[src/rtl/dcr_pkg.sv]
package dcr_pkg;
  typedef struct packed {
    logic selWr;
    logic tuneWr;
    logic phaseWr;
    logic update;
  } dcrStrobe_t;

  typedef enum logic [1:0] {
    RD_NONE  = 2'd0,
    RD_SEL   = 2'd1,
    RD_TUNE  = 2'd2,
    RD_PHASE = 2'd3
  } dcrRdSel_t;
endpackage

[src/rtl/dcr_ctrl.sv]
module dcr_ctrl
  import dcr_pkg::*;
#(
  parameter int ADDR_W     = 8,
  parameter int SEL_ADDR   = 8'h00,
  parameter int TUNE_ADDR  = 8'h04,
  parameter int PHASE_ADDR = 8'h05
) (
  input  logic              wrEn,
  input  logic [ADDR_W-1:0] wrAddr,
  input  logic [ADDR_W-1:0] rdAddr,
  input  logic              updatePulse,
  output dcrStrobe_t        strobe,
  output dcrRdSel_t         rdSel
);
  localparam logic [ADDR_W-1:0] SelA   = ADDR_W'(SEL_ADDR);
  localparam logic [ADDR_W-1:0] TuneA  = ADDR_W'(TUNE_ADDR);
  localparam logic [ADDR_W-1:0] PhaseA = ADDR_W'(PHASE_ADDR);

  always_comb begin
    strobe.selWr   = wrEn && (wrAddr == SelA);
    strobe.tuneWr  = wrEn && (wrAddr == TuneA);
    strobe.phaseWr = wrEn && (wrAddr == PhaseA);
    strobe.update  = updatePulse;
  end

  always_comb begin
    if (rdAddr == SelA)        rdSel = RD_SEL;
    else if (rdAddr == TuneA)  rdSel = RD_TUNE;
    else if (rdAddr == PhaseA) rdSel = RD_PHASE;
    else                       rdSel = RD_NONE;
  end
endmodule

[src/rtl/dcr_datapath.sv]
module dcr_datapath
  import dcr_pkg::*;
#(
  parameter int NUM_CH  = 2,
  parameter int DATA_W  = 32,
  parameter int TUNE_W  = 32,
  parameter int PHASE_W = 14
) (
  input  logic                      clk,
  input  logic                      rstN,
  input  dcrStrobe_t                strobe,
  input  logic [DATA_W-1:0]         wrData,
  input  dcrRdSel_t                 rdSel,
  output logic [DATA_W-1:0]         rdData,
  output logic [NUM_CH-1:0]         chanEn,
  output logic [NUM_CH*TUNE_W-1:0]  shadowTune,
  output logic [NUM_CH*PHASE_W-1:0] shadowPhase,
  output logic [NUM_CH*TUNE_W-1:0]  tuneActive,
  output logic [NUM_CH*PHASE_W-1:0] phaseActive
);
  localparam int SEL_W = (NUM_CH > 1) ? $clog2(NUM_CH) : 1;

  // enable mask: immediate, no double buffering
  always_ff @(posedge clk or negedge rstN) begin
    if (!rstN)             chanEn <= '1;
    else if (strobe.selWr) chanEn <= wrData[NUM_CH-1:0];
  end

  for (genvar g = 0; g < NUM_CH; g++) begin : gCh
    always_ff @(posedge clk or negedge rstN) begin
      if (!rstN) begin
        shadowTune[g*TUNE_W +: TUNE_W]   <= '0;
        shadowPhase[g*PHASE_W +: PHASE_W] <= '0;
      end else begin
        if (strobe.tuneWr && chanEn[g])
          shadowTune[g*TUNE_W +: TUNE_W] <= wrData[TUNE_W-1:0];
        if (strobe.phaseWr && chanEn[g])
          shadowPhase[g*PHASE_W +: PHASE_W] <= wrData[PHASE_W-1:0];
      end
    end

    always_ff @(posedge clk or negedge rstN) begin
      if (!rstN) begin
        tuneActive[g*TUNE_W +: TUNE_W]   <= '0;
        phaseActive[g*PHASE_W +: PHASE_W] <= '0;
      end else if (strobe.update) begin
        tuneActive[g*TUNE_W +: TUNE_W]   <= shadowTune[g*TUNE_W +: TUNE_W];
        phaseActive[g*PHASE_W +: PHASE_W] <= shadowPhase[g*PHASE_W +: PHASE_W];
      end
    end
  end

  // lowest enabled channel for read-back
  logic [SEL_W-1:0] rdCh;
  logic             anyEn;
  always_comb begin
    rdCh  = '0;
    anyEn = 1'b0;
    for (int i = NUM_CH - 1; i >= 0; i--) begin
      if (chanEn[i]) begin
        rdCh  = SEL_W'(i);
        anyEn = 1'b1;
      end
    end
  end

  always_comb begin
    rdData = '0;
    case (rdSel)
      RD_SEL:   rdData[NUM_CH-1:0] = chanEn;
      RD_TUNE:  if (anyEn) rdData[TUNE_W-1:0] = shadowTune[rdCh*TUNE_W +: TUNE_W];
      RD_PHASE: if (anyEn) rdData[PHASE_W-1:0] = shadowPhase[rdCh*PHASE_W +: PHASE_W];
      default:  rdData = '0;
    endcase
  end
endmodule

[src/rtl/dual_chan_regs.sv]
module dual_chan_regs
  import dcr_pkg::*;
#(
  parameter int NUM_CH     = 2,
  parameter int ADDR_W     = 8,
  parameter int DATA_W     = 32,
  parameter int TUNE_W     = 32,
  parameter int PHASE_W    = 14,
  parameter int SEL_ADDR   = 8'h00,
  parameter int TUNE_ADDR  = 8'h04,
  parameter int PHASE_ADDR = 8'h05
) (
  input  logic                      clk,
  input  logic                      rstN,
  input  logic                      wrEn,
  input  logic [ADDR_W-1:0]         wrAddr,
  input  logic [DATA_W-1:0]         wrData,
  input  logic [ADDR_W-1:0]         rdAddr,
  output logic [DATA_W-1:0]         rdData,
  input  logic                      updatePulse,
  output logic [NUM_CH*TUNE_W-1:0]  tuneActive,
  output logic [NUM_CH*PHASE_W-1:0] phaseActive
);
  dcrStrobe_t                strobe;
  dcrRdSel_t                 rdSel;
  logic [NUM_CH-1:0]         chanEn;
  logic [NUM_CH*TUNE_W-1:0]  shadowTune;
  logic [NUM_CH*PHASE_W-1:0] shadowPhase;

  dcr_ctrl #(
    .ADDR_W(ADDR_W), .SEL_ADDR(SEL_ADDR),
    .TUNE_ADDR(TUNE_ADDR), .PHASE_ADDR(PHASE_ADDR)
  ) ctrl_i (
    .wrEn(wrEn), .wrAddr(wrAddr), .rdAddr(rdAddr),
    .updatePulse(updatePulse), .strobe(strobe), .rdSel(rdSel)
  );

  dcr_datapath #(
    .NUM_CH(NUM_CH), .DATA_W(DATA_W), .TUNE_W(TUNE_W), .PHASE_W(PHASE_W)
  ) dp_i (
    .clk(clk), .rstN(rstN), .strobe(strobe), .wrData(wrData),
    .rdSel(rdSel), .rdData(rdData), .chanEn(chanEn),
    .shadowTune(shadowTune), .shadowPhase(shadowPhase),
    .tuneActive(tuneActive), .phaseActive(phaseActive)
  );
endmodule

[config.mk]
export PLATFORM = sky130hd
export DESIGN_NAME = dual_chan_regs
export DESIGN_NICKNAME = d
export VERILOG_FILES = /design/src/rtl/dcr_pkg.sv /design/src/rtl/dcr_ctrl.sv /design/src/rtl/dcr_datapath.sv /design/src/rtl/dual_chan_regs.sv
export SDC_FILE = /design/constraint.sdc
export NUM_CORES = 1
export LEC_CHECK = 0
export CAP_MARGIN = 20
export CORE_UTILIZATION = 57
export DETAILED_ROUTE_END_ITERATION = 8
export DONT_BUFFER_PORTS = 1
export PLACE_DENSITY = 0.71
export SLEW_MARGIN = 25
export SYNTH_ARGS = -nofsm -noshare
export SYNTH_HDL_FRONTEND = slang
export SYNTH_SLANG_ARGS = --single-unit
[constraint.sdc]
create_clock -name clk -period 2.9 [get_ports clk]
set_input_delay 0.87 -clock clk [delete_from_list [all_inputs] [get_ports clk]]
set_output_delay 0.87 -clock clk [all_outputs]
set_load 0.05 [all_outputs]
-- Word level (Yosys, flattened, before mapping)
Index checks and enable logic that the tools add are counted.
- bits in registers: 186
- input bits: 52
- output and inout port bits: 124
- shift operators: 2
- eq/ne operators: 7
- reduce and logical (&&, ||, !) cells: 9
- muxes and demuxes: 11
- multiply operators: 1
- operators by type and width (operator ; number):
    64-bit by 7-bit variable part select with 32-bit output ; 1
    8-bit by 3-bit == test with 1-bit output (second input constant) ; 4
    32-bit 2-to-1 mux ; 1
    28-bit by 6-bit variable part select with 14-bit output ; 1
    12-bit one-hot mux with 2 select lines ; 1
    18-bit 2-to-1 mux ; 1
    8-bit logical NOT ; 2
    14-bit 2-to-1 mux ; 1
    1-bit logical AND ; 7
    2-bit 2-to-1 mux ; 3
    2-bit one-hot mux with 3 select lines ; 1
    2-bit == test (second input constant) ; 2
    1-bit by 3-bit multiplier with 4-bit output (second input constant) ; 1
    1-bit 2-to-1 mux ; 3
    2-bit by 1-bit == test with 1-bit output (second input constant) ; 1

-- Logic depth before layout (Yosys ltp)
- depth after elaboration: 6
- gate-level depth with buffers: 5
- depth with buffers taken out: 3

-- Cells and area by module
Synthesis repeated with hierarchy kept, for this count alone.
- cells, all modules: 507
- area total of the unflattened synthesis: 7579.8 um^2
- by module, submodules not included (module ; cells an instance ; times used ; area an instance (um^2)):
    dcr_datapath ; 495 ; 1 ; 7478.4
    dcr_ctrl ; 12 ; 1 ; 101.3

-- Least setup slack after synthesis
OpenSTA, ideal clock, no wires.
- path kind: in2out
- start: input port rdAddr[5]
- end: output port rdData[10]
- cell stages on the path: 4
- setup slack: -0.953 ns
- path buffers: 1
- data required time: 2.030 ns
- arrival time: 2.983 ns
- cell sequence: nor4_1 -> nand3_1 -> clkbuf_1 -> a311oi_1
- longest elaborated chain between the ends: 6
- RTL lines (item ; line ; source):
    start: declaration ; dual_chan_regs.sv:18 ; input logic [ADDR_W-1:0] rdAddr,
    8-bit by 3-bit == test with 1-bit output ; dcr_ctrl.sv:30 ; else if (rdAddr == PhaseA) rdSel = RD_PHASE;
    2-bit 2-to-1 mux ; dcr_ctrl.sv:30 ;
    2-bit 2-to-1 mux ; dcr_ctrl.sv:29 ; else if (rdAddr == TuneA) rdSel = RD_TUNE;
    2-bit 2-to-1 mux * ; dcr_ctrl.sv:28 ; if (rdAddr == SelA) rdSel = RD_SEL;
    2-bit == test ; dcr_datapath.sv:69 ; case (rdSel)
    12-bit one-hot mux with 2 select lines * ; dcr_datapath.sv:69 ;
    end: declaration ; dual_chan_regs.sv:19 ; output logic [DATA_W-1:0] rdData,
Every way passes the cells marked *; elsewhere a longest branch is shown, timed or not.

-- Worst setup path after layout
- start: input port rdAddr[5]
- end: output port rdData[22]
- longest elaborated chain between the ends: 6
- RTL lines (item ; line):
    8-bit by 3-bit == test with 1-bit output ; dcr_ctrl.sv:30
    2-bit 2-to-1 mux ; dcr_ctrl.sv:30
    2-bit 2-to-1 mux ; dcr_ctrl.sv:29
    2-bit 2-to-1 mux * ; dcr_ctrl.sv:28
    2-bit == test * ; dcr_datapath.sv:69
    18-bit 2-to-1 mux * ; dcr_datapath.sv:69
Marked as above.

==> reports/results.tsv <==
stage	metric	value	unit
run_status	status	finished with violations	
run_status	violations	negative setup slack	
pwr	pwr-share-comb	2.5	%
yosys	synth_area_per_cell	14.7	um^2
pwr	cellLeakagePower	4.73	nW
yosys	yosysSeqAreaShare	57.1	%
final_layout	layout.nets	649	
timing	rsz0062_at_grt	yes	
place	portBuffers	0	
yosys	netlist_area	0.00815	mm^2
cts	clockBufferDepth	2	
final_layout	multiInputGateArea	0.00380	mm^2
floorplanning	ioPinCount	176	
timing	drv_slew	0	
yosys	async_flop_share	100	%
final_layout	diodes	0	
grt	grt_pass1_wl	28600	um
min_path	min_path_type	primary input to asynchronous set/reset pin	
yosys	synth.top_cells.by_count	dfrtp_1, mux2_2, mux2_4	
grt	grt_use_total	26.0	%
detailed_routing	finalWirelength	18800	um
cts	cts_buffers	17	
pwr	ir_drop	404	uV
yosys	synth_area_leaders	dfrtp_1, mux2_2, mux2_4	
pwr	swShare	20.5	%
setup_path	worstPathMaxFanout	5	
yosys	synthesis.nets	608	
setup_path	crit_required	2.03	ns
cts	cts.reportedPaths.clkPinSlew	0.07	ns
place	hpwl	11700	um
timing	setup_viol	18	
setup_path	slowest_stage	nor4_4	
final_layout	register_area	0.00466	mm^2
yosys	synth_top_area_cell	dfrtp_1	
setup_path	cp-start-kind	primary input	
timing	skew	0.00719	ns
yosys	synth_warnings	0	
cts	clockRootBuffer	clkbuf_16	
final_layout	syn2layout_area_growth	26.7	%
timing	post-route-period-util	103	%
timing	tightest_slew	0.536	ns
setup_path	worstPathCellList	nor4_4 > buf_4 > nand4b_1 > buf_6 > clkbuf_16 > a21oi_4 > buf_12	
detailed_routing	vias	4807	
detailed_routing	dr.pass1.iters	4	
cts	clock_latency	0.42	ns
floorplanning	die_h	122	um
place	post-place-ws	0.0162	ns
detailed_routing	ant_nets	0	
timing	fmax	336	MHz
pwr	p_per_area	489	mW/mm^2
detailed_routing	drc	0	
detailed_routing	avgRoutedWirePerCell	23.8	um
yosys	synth_cell_type_count	33	
yosys	synth_flop_cell	dfrtp_1	
yosys	synthCells	556	
final_layout	fill_cells	859	
floorplanning	core	0.0139	mm^2
yosys	synth_edf_count	0	
pwr	p_switching	1.03	mW
grt	grt_start_max_net_pins	187	
grt	grt_remaining_overflow	0	
floorplanning	dieArea	0.0148	mm^2
pwr	intPower	4.02	mW
timing	fin_ws	-0.0726	ns
grt	antenna_found_initial	0	
yosys	synth.most_common_cell	dfrtp_1	
detailed_routing	avgViaCountPerCell	6.08	
floorplanning	start_util	58.5	%
grt	grt_pass1_vias	5145	
floorplanning	die_w	122	um
cts	postCtsHoldBufs	0	
timing	min_period	2.97	ns
cts	h-tree-depth	4	
timing	hold_viol	0	
cts	cts_tree	yes	
timing	timing.hold.ws	0.136	ns
place	gp_congestion	0.818	
pwr	pwr-share-clk	45.6	%
detailed_routing	drt_iter0_drc	217	
setup_path	path_class	primary input to output port	
yosys	synth_top_area_share	56.5	%
pwr	seqPwrFrac	51.9	%
flow_run	cap_viol_max_count	0	
setup_path	critPathCaptureType	output port	
timing	maxSlewHeadroom	64.2	%
setup_path	arrival	2.10	ns
yosys	synth_seq_cells	186	
setup_path	critPathMaxStageDelay	0.30	ns
floorplanning	rows	43	
cts	clock-sinks	186	
final_layout	drive_gt1_share	54.6	%
[power by group through the flow]
stage	Sequential, mW	Clock, mW	Combinational, mW
floorplan	2.67	0	0.110
global placement	2.67	0	0.0986
detailed placement	2.67	0	0.101
CTS	2.62	2.34	0.108
global route	2.62	2.47	0.131
finish	2.62	2.30	0.126
[critical path, delay by kind of cell]
| family | cells | cell delay (ns) |
|---|---|---|
| AO/OA/AOI/OAI | 1 | 0.14 |
| buffers and inverters | 4 | 0.66 |
| AND/OR/NAND/NOR | 2 | 0.42 |
[worst paths after layout]
path | startpoint | end | slack, ns | depth (start not counted)
max in group asynchronous | rstN | dp_i.chanEn[0] | 2.49 | 0
min in group clk | dp_i.shadowPhase[12] | dp_i.phaseActive[12] | 0.53 | 1
worst min register to register | dp_i.shadowPhase[12] | dp_i.phaseActive[12] | 0.53 | 1
worst max register to register | dp_i.chanEn[1] | dp_i.shadowTune[36] | 0.92 | 4
worst min-delay path | rstN | dp_i.tuneActive[40] | 0.14 | 0
worst max-delay path | rdAddr[5] | rdData[22] | -0.07 | 7
[sequential cells by signal, indices dropped and copies added (netlist names)]
name and cells:
dp_i.shadowTune 64, dp_i.tuneActive 64, dp_i.phaseActive 28, dp_i.shadowPhase 28, dp_i.chanEn 2
[per-layer routing]
metal / part of all wire [%] / vias up / global-route usage [%]
met5: 0 / - / 0
met4: 1.3 / 0 / 8.56
met3: 6.9 / 22 / 9.78
met2: 49 / 162 / 41.5
met1: 42 / 2525 / 32.9
li1: - / 2098 / -
[stage by stage]
| stage | TNS (ns) | std cells | power, mW | cell area (um^2) | utilization (%) |
|---|---|---|---|---|---|
| after CTS | -0.412 | 780 | 5.07 | 10100 | 72.6 |
| after global routing | -2.79 | 790 | 5.22 | 10300 | 74.2 |
| after floorplan | -6.14 | 556 | 2.78 | 8540 | - |
| after global placement | 0 | 746 | 2.77 | 9410 | 67.5 |
| after detailed placement | 0 | 746 | 2.77 | 9410 | 67.5 |
| final | -0.971 | 790 | 5.05 | 10300 | 74.2 |
[cell type report]
class,count,area share (%)
Clock inverter,10,1.13
Clock buffer,22,4.59
Inverter,1,0.0363
Multi-Input combinational cell,329,36.8
Timing Repair Buffer,62,10.2
Tap cell,180,2.18
Sequential cell,186,45.1
[logic make-up (layout without fill, tap and decap cells)]
kind of cell	after synthesis	in the layout	synth area share [%]
and+or+nand+nor	93	93	7.61
DFF	186	186	57.1
AOI/OAI and AO/OA	50	50	4.22
muxes	186	186	28.4
buffers and inverters	41	95	2.61
[what timing repair did]
item	4_1_cts	5_1_grt
gates resized for setup	17	13
endpoints found under the setup margin	18	32
cloned	0	5
pin swaps	5	10
setup buffers	2	5
[cell usage in the layout (no fill, tap or decap), types with 2 or more instances in the layout]
| cell | instances |
|---|---|
| clkbuf_16 | 21 |
| a22oi_1 | 2 |
| clkinvlp_4 | 2 |
| a211oi_2 | 12 |
| and3b_1 | 12 |
| nor4b_4 | 2 |
| nand3b_1 | 30 |
| buf_4 | 15 |
| clkbuf_8 | 3 |
| clkinv_4 | 2 |
| a21oi_1 | 3 |
| nor2_1 | 2 |
| a311oi_4 | 11 |
| buf_12 | 41 |
| buf_6 | 2 |
| a21oi_4 | 17 |
| clkinv_2 | 3 |
| clkbuf_1 | 2 |
| nand2b_1 | 2 |
| nor3_4 | 2 |
| nand2_1 | 33 |
| dfrtp_1 | 184 |
| bufinv_16 | 2 |
| mux2_2 | 126 |
| mux2_4 | 60 |
Note: power is estimated with default switching activity, not from simulation.
